File: config.mk
export PLATFORM = sky130hd
export DESIGN_NAME = irq_prio_ctrl
export DESIGN_NICKNAME = d
export VERILOG_FILES = /design/src/rtl/irq_prio_pkg.sv /design/src/rtl/irq_status_reg.sv /design/src/rtl/irq_mask_reg.sv /design/src/rtl/irq_prio_enc.sv /design/src/rtl/irq_prio_ctrl.sv
export SDC_FILE = /design/constraint.sdc
export NUM_CORES = 1
export LEC_CHECK = 0
export ABC_CLOCK_PERIOD_IN_PS = 1900
export BUFFER_PORTS_ARGS = -buffer_cell sky130_fd_sc_hd__clkbuf_2
export CORE_MARGIN = 4
export CORE_UTILIZATION = 50
export DETAILED_ROUTE_END_ITERATION = 10
export PLACE_DENSITY_LB_ADDON = 0.2
export SKIP_CTS_REPAIR_TIMING = 1
export SYNTH_ARGS = -nofsm -noshare
export SYNTH_HDL_FRONTEND = slang
export SYNTH_SLANG_ARGS = --single-unit
export TNS_END_PERCENT = 50
File: constraint.sdc
create_clock -name clk -period 1.9 [get_ports clk]
set_input_delay 0.38 -clock clk [delete_from_list [all_inputs] [get_ports clk]]
set_output_delay 0.38 -clock clk [all_outputs]
set_load 0.005 [all_outputs]
File: src/rtl/irq_prio_pkg.sv
package irq_prio_pkg;
  localparam int unsigned LINES_DEF     = 16;
  localparam int unsigned VEC_SHIFT_DEF = 2;

  function automatic int unsigned vec_width(input int unsigned lines, input int unsigned shift);
    return $clog2(lines + 1) + shift;
  endfunction
endpackage

File: src/rtl/irq_status_reg.sv
module irq_status_reg #(
  parameter int unsigned NUM_LINES = 16
) (
  input  logic                 clk,
  input  logic                 rst,
  input  logic [NUM_LINES-1:0] lines_in,
  output logic [NUM_LINES-1:0] status_q
);
  for (genvar g = 0; g < NUM_LINES; g++) begin : g_bit
    always_ff @(posedge clk) begin
      if (rst) status_q[g] <= 1'b0;
      else     status_q[g] <= lines_in[g];
    end
  end

  assert_status_follow_R1: assert property (@(posedge clk) disable iff (rst)
    1'b1 |=> (status_q == $past(lines_in)));
endmodule

File: src/rtl/irq_mask_reg.sv
module irq_mask_reg #(
  parameter int unsigned           NUM_LINES  = 16,
  parameter logic [NUM_LINES-1:0]  MASK_RESET = 16'h0010
) (
  input  logic                 clk,
  input  logic                 rst,
  input  logic                 wr_en,
  input  logic [NUM_LINES-1:0] wr_data,
  output logic [NUM_LINES-1:0] mask_q
);
  always_ff @(posedge clk) begin
    if (rst)        mask_q <= MASK_RESET;
    else if (wr_en) mask_q <= wr_data;
  end

  assert_mask_load_R6: assert property (@(posedge clk) disable iff (rst)
    wr_en |=> (mask_q == $past(wr_data)));

  assert_mask_hold_R6: assert property (@(posedge clk) disable iff (rst)
    !wr_en |=> $stable(mask_q));
endmodule

File: src/rtl/irq_prio_enc.sv
module irq_prio_enc #(
  parameter int unsigned NUM_LINES = 16,
  parameter int unsigned VEC_SHIFT = 2,
  parameter int unsigned VEC_W     = 7
) (
  input  logic [NUM_LINES-1:0] pend,
  output logic [VEC_W-1:0]     vec,
  output logic                 any
);
  always_comb begin
    vec = '0;
    for (int i = NUM_LINES - 1; i >= 0; i--) begin
      if (pend[i]) vec = VEC_W'((i + 1) << VEC_SHIFT);
    end
    any = |pend;
  end
endmodule

File: src/rtl/irq_prio_ctrl.sv
module irq_prio_ctrl
  import irq_prio_pkg::*;
#(
  parameter int unsigned          NUM_LINES  = LINES_DEF,
  parameter int unsigned          VEC_SHIFT  = VEC_SHIFT_DEF,
  parameter logic [NUM_LINES-1:0] MASK_RESET = 16'h0010,
  localparam int unsigned         VEC_W      = vec_width(NUM_LINES, VEC_SHIFT)
) (
  input  logic                 clk,
  input  logic                 rst,
  input  logic [NUM_LINES-1:0] irq_lines,
  input  logic                 mask_wr_en,
  input  logic [NUM_LINES-1:0] mask_wr_data,
  output logic [NUM_LINES-1:0] mask_rd_data,
  output logic [VEC_W-1:0]     vec_rd_data,
  output logic                 cpu_irq
);
  logic [NUM_LINES-1:0] status;
  logic [NUM_LINES-1:0] mask;
  logic [NUM_LINES-1:0] pending;
  logic [VEC_W-1:0]     vec_next;
  logic                 any_next;

  irq_status_reg #(.NUM_LINES(NUM_LINES)) status_i (
    .clk(clk), .rst(rst), .lines_in(irq_lines), .status_q(status));

  irq_mask_reg #(.NUM_LINES(NUM_LINES), .MASK_RESET(MASK_RESET)) mask_i (
    .clk(clk), .rst(rst), .wr_en(mask_wr_en), .wr_data(mask_wr_data), .mask_q(mask));

  assign pending = status & mask;

  irq_prio_enc #(.NUM_LINES(NUM_LINES), .VEC_SHIFT(VEC_SHIFT), .VEC_W(VEC_W)) enc_i (
    .pend(pending), .vec(vec_next), .any(any_next));

  always_ff @(posedge clk) begin
    if (rst) begin
      cpu_irq     <= 1'b0;
      vec_rd_data <= '0;
    end else begin
      cpu_irq     <= any_next;
      vec_rd_data <= vec_next;
    end
  end

  assign mask_rd_data = mask;

  assert_irq_tracks_R3: assert property (@(posedge clk) disable iff (rst)
    1'b1 |=> (cpu_irq == ($past(status & mask) != '0)));

  assert_vec_zero_R5: assert property (@(posedge clk) disable iff (rst)
    !cpu_irq |-> (vec_rd_data == '0));

  assert_vec_form_R4: assert property (@(posedge clk) disable iff (rst)
    cpu_irq |-> ((vec_rd_data != '0) && (vec_rd_data[1:0] == 2'b00)));

  assert_masked_silent_R2: assert property (@(posedge clk) disable iff (rst)
    ((status & mask) == '0) |=> !cpu_irq);
endmodule

==> flow_summary.toml <==
[synth]
syn-cell-area_sq_um = 1430
ys_warn_count = 0
yosysSeqAreaShare_pct = 53.3
yosys.area_share.simple_pct = 19.0
synth_top_area_share_pct = 53.3
syn_inst = 137
synth_cell_types = 29
ys_ff_latch = 38
synthMuxAreaShare_pct = 10.5
synth_top_family_by_area = "simple AND/OR/NAND/NOR gates"
synth_fa_ha_area_share_pct = 0
synthXorXnorAreaFrac_pct = 0
synth_compound_area_share_pct = 13.6
synth_top_cell_by_area = "dfxtp_1"
synth_area_leaders = "dfxtp_1 53%, mux2i_1 11%, nor2b_1 7.5%"
avgSynthCellArea_sq_um = 10.4

[route]
drtIter0Drc = 29
drt-total-wl_um = 2890
drt_pass1_iterations = 4
via_count = 1158
via_per_inst = 5.15
ant_nets = 0
route.detailed.drc = 0
wl_per_cell_um = 12.8

[grt]
grt_pass1_vias = 1061
gr-total-overflow = 0
grt_start_max_net_pins = 20
grt_usage_pct = 16.4
grt_pass1_wl_um = 4470
antenna_found_initial = 0

[worst_setup_path]
arrival_ps = 900
path_max_fanout = 4
slowest_stage = "dfxtp_1"
crit_chain = "clkbuf_2"
startpoint_type = "flip-flop"
critPathKind = "reg -> out"
worst-path-buf-inv = 1
cp.required_ps = 1520
crit_family = "flip-flops"
end_kind = "output port"
max_stage_delay_ps = 420

[timing]
fin_crit_sh_pct = 67.2
fin_worst_skew_ps = 4.68
maxSlewViolCount = 0
fmax_mhz = 783
tns_ps = 0
worst_pin_slew_ps = 551
hold_violations = 0
fin_crit_ps = 1280
setup_ws_ps = 623
whs_ps = 250
rsz0062_at_grt = "no"
slew_headroom_pct = 63.2
final-setup-viol-count = 0

[final_layout]
final_area_sq_um = 1760
area_delta_synth_final_pct = 23.1
drive_gt1_share_pct = 34.0
final_util_pct = 64.2
fin_cells = 225
fin_nets = 229
num_antenna_cells = 0
layout_commonest_cell = "clkbuf_2"
mostFrequentLayoutCells = "56 x clkbuf_2, 38 x dfxtp_1, 18 x nor2_1, 17 x nor2b_1, 15 x mux2i_1"

[placement]
dp_hpwl_um = 2250
port_buffers = 56
gp_congestion = 0.775
place_ws_ps = 595
place_inst = 218
placed_cell_area_sq_um = 1710

[cts]
clk_pin_slew_worst_paths_ps = 100
root_buffer = "clkbuf_4"
clk_latency_ps = 330
cts.path.max_buffers = 2
clock_sinks = 38
htreeDepth = 2
cts_tree = "done"
numCtsBuffers = 5

[die]
chipHeight_um = 61.4
die_x_um = 61.4
die_area_sq_um = 3770
initial_core_util_pct = 52.2
rows = 19
coreArea_sq_um = 2730
ios = 59

[power_and_ir_drop]
power_mw = 1.43
power_density_nw_per_um2 = 815
peakVddDrop_mv = 0.773
p_leak_nw = 0.860

[flow_run]
maxCapViolations = 0

[hold_path]
min_path_type = "in -> reg"

[run_status]
status = "finished clean"
## path summary, 6_finish.rpt
kind / startpoint / to / slack, ps / cells after the start
worst max register to register: mask_i.mask_q[1]$_SDFFE_PP0P_ / cpu_irq$_SDFF_PP0_ / 720 / 4
worst max-delay path: mask_i.mask_q[5]$_SDFFE_PP0P_ / mask_rd_data[5] / 620 / 1
worst min-delay path: irq_lines[6] / status_i.status_q[6]$_SDFF_PP0_ / 250 / 2
worst min register to register: mask_i.mask_q[15]$_SDFFE_PP0P_ / vec_rd_data[6]$_SDFF_PP0_ / 530 / 1
## routing by layer
| layer | track usage [%] | share of wire, % | up-vias |
|---|---|---|---|
| li1 | - | - | 585 |
| met1 | 18.8 | 43 | 533 |
| met2 | 26.7 | 48 | 38 |
| met3 | 7.34 | 8.7 | 2 |
| met4 | 6.36 | 0.55 | 0 |
| met5 | 0 | 0 | - |
## cell families (layout without fill, tap and decap cells)
group                  Yosys count  after routing
and+or+nand+nor                 52             52
muxes                           15             15
AOI/OAI and AO/OA               23             23
DFF                             38             38
other                            1              2
buffers and inverters            8             64
## flip-flops by register name, indices dropped and copies added, names as in the netlist
name,count
mask_i.mask_q,16
cpu_irq,1
status_i.status_q,16
vec_rd_data,5
## synth_stat cells
library cell,count
a32oi_1,3
buf_2,1
a221oi_1,1
o2111ai_1,1
a22oi_4,1
nand3_1,2
conb_1,1
nor3_4,1
mux2i_1,15
clkbuf_1,2
o211ai_1,1
a22oi_1,3
dfxtp_1,38
buf_4,4
nor3_1,1
nand2b_4,1
a22o_1,3
o32ai_1,1
a211o_1,1
a22oi_2,1
nor2b_1,17
a21oi_1,5
buf_1,1
and2_1,1
a221o_1,1
nand2_1,10
and4_1,1
a21boi_1,1
nor2_1,18
## where the power goes
group / leakage [nW] / total, mW / internal, mW / switching, mW
logic: 0.520 / 0.182 / 0.0998 / 0.0819
clock network: 0.0254 / 0.364 / 0.139 / 0.224
registers: 0.315 / 0.885 / 0.845 / 0.0396
## final cells by class
| type | count | area [sq um] |
|---|---|---|
| clock buffer | 7 | 45.0 |
| fill | 243 | 978 |
| multi-input combinational | 92 | 623 |
| sequential | 38 | 761 |
| tap | 31 | 38.8 |
| timing repair buffer | 57 | 288 |
Note: power is estimated with default switching activity, not from simulation.
